### src/rtl/sb_pkg.sv
package sb_pkg;

    typedef enum logic [1:0] {
        FU_INT = 2'd0,
        FU_ADD = 2'd1,
        FU_MUL = 2'd2,
        FU_DIV = 2'd3
    } fu_e;

    localparam int NFU = 4;

    function automatic int max2(input int a, input int b);
        return (a > b) ? a : b;
    endfunction

endpackage

### src/rtl/sb_pending.sv
module sb_pending #(
    parameter int NREG = 32,
    parameter int REGW = $clog2(NREG)
) (
    input  logic            clk,
    input  logic            rst_n,
    input  logic            set_en,
    input  logic [REGW-1:0] set_idx,
    input  logic            clr_en,
    input  logic [REGW-1:0] clr_idx,
    output logic [NREG-1:0] pend_q
);

    typedef struct packed {
        logic [NREG-1:0] pend;
    } pend_st_t;

    pend_st_t st_d, st_q;

    always_comb begin
        st_d = st_q;
        if (clr_en) begin
            st_d.pend[clr_idx] = 1'b0;
        end
        // dispatch wins over a same-cycle write-back to the same register
        if (set_en) begin
            st_d.pend[set_idx] = 1'b1;
        end
    end

    always_ff @(posedge clk or negedge rst_n) begin
        if (!rst_n) begin
            st_q <= '0;
        end else begin
            st_q <= st_d;
        end
    end

    assign pend_q = st_q.pend;

endmodule

### src/rtl/sb_wb_slots.sv
module sb_wb_slots #(
    parameter int DEPTH = 4,
    parameter int LATW  = $clog2(DEPTH + 1)
) (
    input  logic             clk,
    input  logic             rst_n,
    input  logic             claim_en,
    input  logic [LATW-1:0]  claim_lat,
    output logic [DEPTH-1:0] slot_q
);

    // bit j set: the write port is taken j+1 cycles from now
    typedef struct packed {
        logic [DEPTH-1:0] slot;
    } slot_st_t;

    slot_st_t st_d, st_q;

    for (genvar j = 0; j < DEPTH; j++) begin : g_slot
        logic shifted;
        if (j + 1 < DEPTH) begin : g_mid
            assign shifted = st_q.slot[j+1];
        end else begin : g_top
            assign shifted = 1'b0;
        end
        always_comb begin
            st_d.slot[j] = shifted | (claim_en && (claim_lat == LATW'(j + 2)));
        end
    end

    always_ff @(posedge clk or negedge rst_n) begin
        if (!rst_n) begin
            st_q <= '0;
        end else begin
            st_q <= st_d;
        end
    end

    assign slot_q = st_q.slot;

endmodule

### src/rtl/sb_hazard.sv
module sb_hazard
    import sb_pkg::*;
#(
    parameter int NREG    = 32,
    parameter int REGW    = $clog2(NREG),
    parameter int LAT_INT = 1,
    parameter int LAT_ADD = 1,
    parameter int LAT_MUL = 3,
    parameter int LAT_DIV = 4,
    parameter int DEPTH   = 4,
    parameter int LATW    = $clog2(DEPTH + 1)
) (
    input  logic             valid,
    input  fu_e              unit,
    input  logic [REGW-1:0]  dst,
    input  logic [REGW-1:0]  src1,
    input  logic             src1_use,
    input  logic [REGW-1:0]  src2,
    input  logic             src2_use,
    input  logic [NFU-1:0]   busy,
    input  logic [NREG-1:0]  pend,
    input  logic [DEPTH-1:0] slots,
    output logic             fire,
    output logic [LATW-1:0]  lat
);

    logic [1:0] uidx;
    logic       unit_busy;
    logic       raw_a, raw_b, waw, port_clash;

    always_comb begin
        unique case (unit)
            FU_INT:  lat = LATW'(LAT_INT);
            FU_ADD:  lat = LATW'(LAT_ADD);
            FU_MUL:  lat = LATW'(LAT_MUL);
            default: lat = LATW'(LAT_DIV);
        endcase
    end

    always_comb begin
        port_clash = 1'b0;
        for (int j = 0; j < DEPTH; j++) begin
            if (lat == LATW'(j + 1)) begin
                port_clash = slots[j];
            end
        end
    end

    always_comb begin
        uidx      = unit;
        unit_busy = busy[uidx];
        raw_a     = src1_use && pend[src1];
        raw_b     = src2_use && pend[src2];
        waw       = pend[dst];
        fire      = valid && !unit_busy && !raw_a && !raw_b && !waw && !port_clash;
    end

endmodule

### src/rtl/sb_issue_scoreboard.sv
module sb_issue_scoreboard
    import sb_pkg::*;
#(
    parameter int NREG    = 32,
    parameter int LAT_INT = 1,
    parameter int LAT_ADD = 1,
    parameter int LAT_MUL = 3,
    parameter int LAT_DIV = 4,
    localparam int REGW   = $clog2(NREG),
    localparam int DEPTH  = max2(max2(LAT_INT, LAT_ADD), max2(LAT_MUL, LAT_DIV)),
    localparam int LATW   = $clog2(DEPTH + 1)
) (
    input  logic            clk,
    input  logic            rst_n,
    input  logic            instr_valid,
    input  logic [1:0]      instr_unit,
    input  logic [REGW-1:0] instr_dst,
    input  logic [REGW-1:0] instr_src1,
    input  logic            instr_src1_use,
    input  logic [REGW-1:0] instr_src2,
    input  logic            instr_src2_use,
    input  logic [3:0]      unit_busy,
    input  logic            wb_valid,
    input  logic [REGW-1:0] wb_dst,
    output logic            disp_fire,
    output logic            stall
);

    logic [NREG-1:0]  pend_q;
    logic [DEPTH-1:0] slot_q;
    logic [LATW-1:0]  lat_sel;
    fu_e              unit_cls;

    assign unit_cls = fu_e'(instr_unit);

    sb_hazard #(
        .NREG    (NREG),
        .REGW    (REGW),
        .LAT_INT (LAT_INT),
        .LAT_ADD (LAT_ADD),
        .LAT_MUL (LAT_MUL),
        .LAT_DIV (LAT_DIV),
        .DEPTH   (DEPTH),
        .LATW    (LATW)
    ) u_hazard (
        .valid    (instr_valid),
        .unit     (unit_cls),
        .dst      (instr_dst),
        .src1     (instr_src1),
        .src1_use (instr_src1_use),
        .src2     (instr_src2),
        .src2_use (instr_src2_use),
        .busy     (unit_busy),
        .pend     (pend_q),
        .slots    (slot_q),
        .fire     (disp_fire),
        .lat      (lat_sel)
    );

    sb_pending #(
        .NREG (NREG),
        .REGW (REGW)
    ) u_pending (
        .clk     (clk),
        .rst_n   (rst_n),
        .set_en  (disp_fire),
        .set_idx (instr_dst),
        .clr_en  (wb_valid),
        .clr_idx (wb_dst),
        .pend_q  (pend_q)
    );

    sb_wb_slots #(
        .DEPTH (DEPTH),
        .LATW  (LATW)
    ) u_slots (
        .clk       (clk),
        .rst_n     (rst_n),
        .claim_en  (disp_fire),
        .claim_lat (lat_sel),
        .slot_q    (slot_q)
    );

    assign stall = instr_valid && !disp_fire;

endmodule

### config.mk
export PLATFORM = sky130hd
export DESIGN_NAME = sb_issue_scoreboard
export DESIGN_NICKNAME = d
export VERILOG_FILES = /design/src/rtl/sb_pkg.sv /design/src/rtl/sb_pending.sv /design/src/rtl/sb_wb_slots.sv /design/src/rtl/sb_hazard.sv /design/src/rtl/sb_issue_scoreboard.sv
export SDC_FILE = /design/constraint.sdc
export NUM_CORES = 1
export LEC_CHECK = 0
export BUFFER_PORTS_ARGS = -buffer_cell sky130_fd_sc_hd__buf_2
export CAP_MARGIN = 15
export CELL_PAD_IN_SITES_DETAIL_PLACEMENT = 0
export CELL_PAD_IN_SITES_GLOBAL_PLACEMENT = 2
export CORE_MARGIN = 2
export CORE_UTILIZATION = 35
export CTS_BUF_LIST = sky130_fd_sc_hd__clkbuf_8 sky130_fd_sc_hd__clkbuf_16
export DETAILED_ROUTE_END_ITERATION = 10
export PLACE_DENSITY = 0.8
export SYNTH_ARGS = -nofsm -noshare
export SYNTH_HDL_FRONTEND = slang
export SYNTH_HIERARCHICAL = 1
export SYNTH_SLANG_ARGS = --single-unit
### constraint.sdc
create_clock -name clk -period 4.42 [get_ports clk]
set_input_delay 0.221 -clock clk [delete_from_list [all_inputs] [get_ports clk]]
set_output_delay 0.221 -clock clk [all_outputs]
set_load 0.01 [all_outputs]
# Yosys cells after proc, flatten, opt, wreduce, memory -nomap -nowiden
# Index checks and enable logic that the tools add are counted.
[totals] register_bits=36 output_inout_bits=2 elab_cells=63
[op_classes] n_lt_le_gt_ge=7 n_eq_ne=7 mux=19 bitwise=6 reduce_logical=22
[ops] op="32-bit two-way mux" n=2
[ops] op="32-bit bitwise AND" n=1
[ops] op="32-bit inverter" n=1
[ops] op="32-bit OR" n=1
[ops] op="5-bit by 6-bit less-than comparator with 1-bit output, second input constant" n=4
[ops] op="1-bit binary-select mux with 5-bit select" n=3
[ops] op="1-bit logical AND" n=14
[ops] op="1-bit demux with 5-bit select" n=2
[ops] op="5-bit by 1-bit >= comparator with 1-bit output, second input constant" n=2
[ops] op="1-bit two-way mux" n=10
[ops] op="3-bit by 2-bit == test with 1-bit output, second input constant" n=2
[ops] op="3-bit == test, second input constant" n=2
[ops] op="1-bit zero test" n=6
[ops] op="3-bit case mux with 2 select lines" n=1
[ops] op="3-bit by 1-bit == test with 1-bit output, second input constant" n=1
[ops] op="2-bit by 3-bit less-than comparator with 1-bit output, second input constant" n=1
[ops] op="1-bit OR" n=3
[ops] op="1-bit binary-select mux with 2-bit select" n=1
[ops] op="2-bit by 1-bit == test with 1-bit output, second input constant" n=1
[ops] op="2-bit == test, second input constant" n=1
[ops] op="2-bit zero test" n=1
[ops] op="2-bit OR reduction" n=1

# Depth between registers and ports, before layout
[logic_depth] ltp_word=12 mapped_depth=9 mapped_depth_nobuf=8

# By module
# Netlist, hierarchy kept.
[by_module_without_submodules] module="sb_pending" n_inst=1 cells_per_inst=124 area_each_um2=1312.5
[by_module_without_submodules] module="sb_hazard" n_inst=1 cells_per_inst=63 area_each_um2=867.1
[by_module_without_submodules] module="sb_wb_slots" n_inst=1 cells_per_inst=11 area_each_um2=148.9
[by_module_without_submodules] module="sb_issue_scoreboard" n_inst=1 cells_per_inst=1 area_each_um2=13.8

# Worst setup path before layout
# No wires, ideal clock.
[synth_timing] path_type="input to register" from="in instr_src2[0]" to="reg u_pending.st_q, in the netlist u_pending/pend_q[16]" setup_ns=0.077 t_arrival_ns=2.728 required_ns=4.343 path_slack_ns=1.615 cell_stages=9 path_buffers=2 cell_sequence="buf_2 -> mux4_2 -> mux2i_1 -> mux2i_1 -> mux2_1 -> a211oi_2 -> or3b_1 -> buf_2 -> o21ai_1"
[synth_rtl] item="start, declared" line_no="sb_issue_scoreboard.sv:20" rtl="input logic [REGW-1:0] instr_src2,"
[synth_rtl] item="end signal, assigned" line_no="sb_pending.sv:35" rtl="st_q <= st_d;"
[synth_rtl] item="end, declared" line_no="sb_pending.sv:18" rtl="pend_st_t st_d, st_q;"

==> qor.csv <==
metric;value;unit
clkTransAtPathRegs;0.08;ns
grt_pass1_wl;10.9;mm
cts_made_buffers;5;
coreArea;6420;µm²
r2r-start;u_pending/pend_q[1]$_DFF_PN0_;
cp.required;4.61;ns
drt-initial-drc-count;164;
rrSetupSlack;1.21;ns
slew_viol_final;0;
portBuffers;33;
track_usage;0.198;
cts-resized-gates;0;
drc;5;
setup_violations;0;
grt-ovfl-total;0;
rsz0062_at_grt;false;
grt_pass1_vias;1898;
p_leak;1.10;nW
clock_path_buffers;2;
area_delta_synth_final;12.7;%
syn_area;2340;µm²
crit_type;flip-flop to flip-flop;
cp-start-kind;flip-flop;
initial_utilization;0.365;
avgSynthCellArea;11.8;µm²
violations;DRC;
final_layout_size_suffix_gt1_frac;0.267;
cts_sinks;36;
fin_skew;0.00707;ns
crit_start;u_pending/pend_q[1]$_DFF_PN0_;
cap_violations;0;
via_per_inst;6.45;
hpwlAfterDp;4.93;mm
fin_util;0.411;
syn-num-nets;231;
die_y;85.8;µm
async_flop_share;1.00;
relSlewSlack;0.463;
grt_max_degree;37;
power;0.00104;W
reg2reg_to;u_pending/pend_q[26]$_DFF_PN0_;
tns;0;ns
postCtsHoldBufs;0;
synth_seq_cells;36;
worst_slew_pin_slew;0.806;ns
syn_inst;199;
post_drt_wl_per_cell;22.3;µm
outcome;finished with violations;
num_rows;29;
gp_congestion;0.817;
ff2ff_path_depth;7;
finalHoldViolCount;0;
cp-endpoint;u_pending/pend_q[26]$_DFF_PN0_;
die-area;7360;µm²
nFillCells;637;
num_antenna_cells;0;
cp.arrival;3.40;ns
yosysWarnings;6;
final_nets;263;
dr.pass1.iters;9;
peakVddDrop;0.169;mV
cts_tree;built;
synthFlopType;dfrtp_1;
endpoint_kind;flip-flop;
vias;1993;
multiInputGateArea;1380;µm²
antenna_found_initial;0;
final_cell_mix;dfrtp_1 (36), o21ai_1 (34), buf_2 (33), o21ai_0 (32), mux4_2 (19);
ctsRootBufferMaster;clkbuf_8;
postCtsSetupRepairBufs;0;
max_freq;311;MHz
layout_commonest_cell;dfrtp_1;
io_pins;34;
synth_edf_count;0;
cp_max_fo;10;
yosysTopAreaCell;dfrtp_1;
htree_levels;2;
min_period_over_period;0.726;
yosys-top-cells-area;dfrtp_1 (38%), mux4_2 (18%), mux4_1 (7.9%), o21ai_1 (7.3%), o21ai_0 (6.8%);
die_w;85.8;µm
netlist.area_leader.share;0.385;
ys_seq_area_frac;0.385;
wl;6.89;mm
ys_types;29;
ant_nets;0;
final-seq-area;901;µm²
clk_latency;0.29;ns
layout_min_cycle_time;3.21;ns
min-delay-path-class;primary input to async pin;
power_density;393;nW/µm²
==> routing by layer <==
layer  share of wire  track usage  routed length (µm)
met1            0.44        0.297                3040
met2            0.43        0.278                2970
met3           0.099       0.0500                 680
met4           0.029       0.0722                 198
met5               0            0                   0
==> metrics by stage <==
step | worst slack (ns) | instances | hold WS, ns | instance area (µm²)
after CTS | 1.28 | 309 | 0.0488 | 2640
after global routing | 1.08 | 309 | 0.0838 | 2640
after global placement | 1.25 | 301 | 0.374 | 2550
after floorplan | 1.62 | 199 | -0.0746 | 2340
after detailed placement | 1.23 | 301 | 0.363 | 2550
final | 1.21 | 309 | 0.0177 | 2640
==> state kept, by name, summed over array words and instances (netlist names) <==
register and flops:
u_pending/pend_q 32, u_slots/slot_q 4
==> critical path, cell delays in order, from the launching register on <==
cell,delay [ns]
dfrtp_1,0.42
mux4_1,0.55
mux4_2,0.50
nand3b_1,0.12
nand2_1,0.07
a211oi_2,0.60
nand3b_1,0.54
o21ai_0,0.33
==> cells in the mapped netlist (all sizes together) (5+ instances only) <==
library cell  count
nand2             6
nand3             8
or3b              6
nor2              5
dfrtp            36
nor2b             5
mux4             26
buf               7
nand3b           11
o21ai            66
mux2i             6
==> logic make-up (layout without fill, tap and decap cells) <==
logic type | count (synthesis) | in the layout | share of synthesized area
AO/OA/AOI/OAI | 76 | 76 | 0.178
AND/OR/NAND/NOR | 44 | 44 | 0.119
flip-flops | 36 | 36 | 0.385
multiplexers | 33 | 33 | 0.292
buffers and inverters | 10 | 43 | 0.0272
==> where the power goes <==
| group | switching [W] | leakage, nW | total [W] | internal [W] |
|---|---|---|---|---|
| sequential | 0.0000850 | 0.472 | 0.000490 | 0.000405 |
| clock | 0.000121 | 0.0510 | 0.000246 | 0.000125 |
| combinational | 0.000131 | 0.575 | 0.000301 | 0.000169 |
==> how the worst min path moves through the flow <==
stage / endpoint / cells past startpoint / slack (ns)
floorplan: u_pending/pend_q[0]$_DFF_PN0_ / 0 / -0.07
global placement: u_pending/pend_q[26]$_DFF_PN0_ / 1 / 0.37
detailed placement: u_pending/pend_q[26]$_DFF_PN0_ / 1 / 0.36
CTS: u_pending/pend_q[26]$_DFF_PN0_ / 1 / 0.05
global route: u_pending/pend_q[26]$_DFF_PN0_ / 1 / 0.08
finish: u_pending/pend_q[26]$_DFF_PN0_ / 1 / 0.02
==> final cells by class <==
class | count | area share
Inverter | 2 | 0.00284
Sequential cell | 36 | 0.341
Timing Repair Buffer | 33 | 0.0626
Tap cell | 77 | 0.0365
Clock buffer | 6 | 0.0313
Clock inverter | 2 | 0.00379
Multi-Input combinational cell | 153 | 0.522
Note: power is estimated with default switching activity, not from simulation.
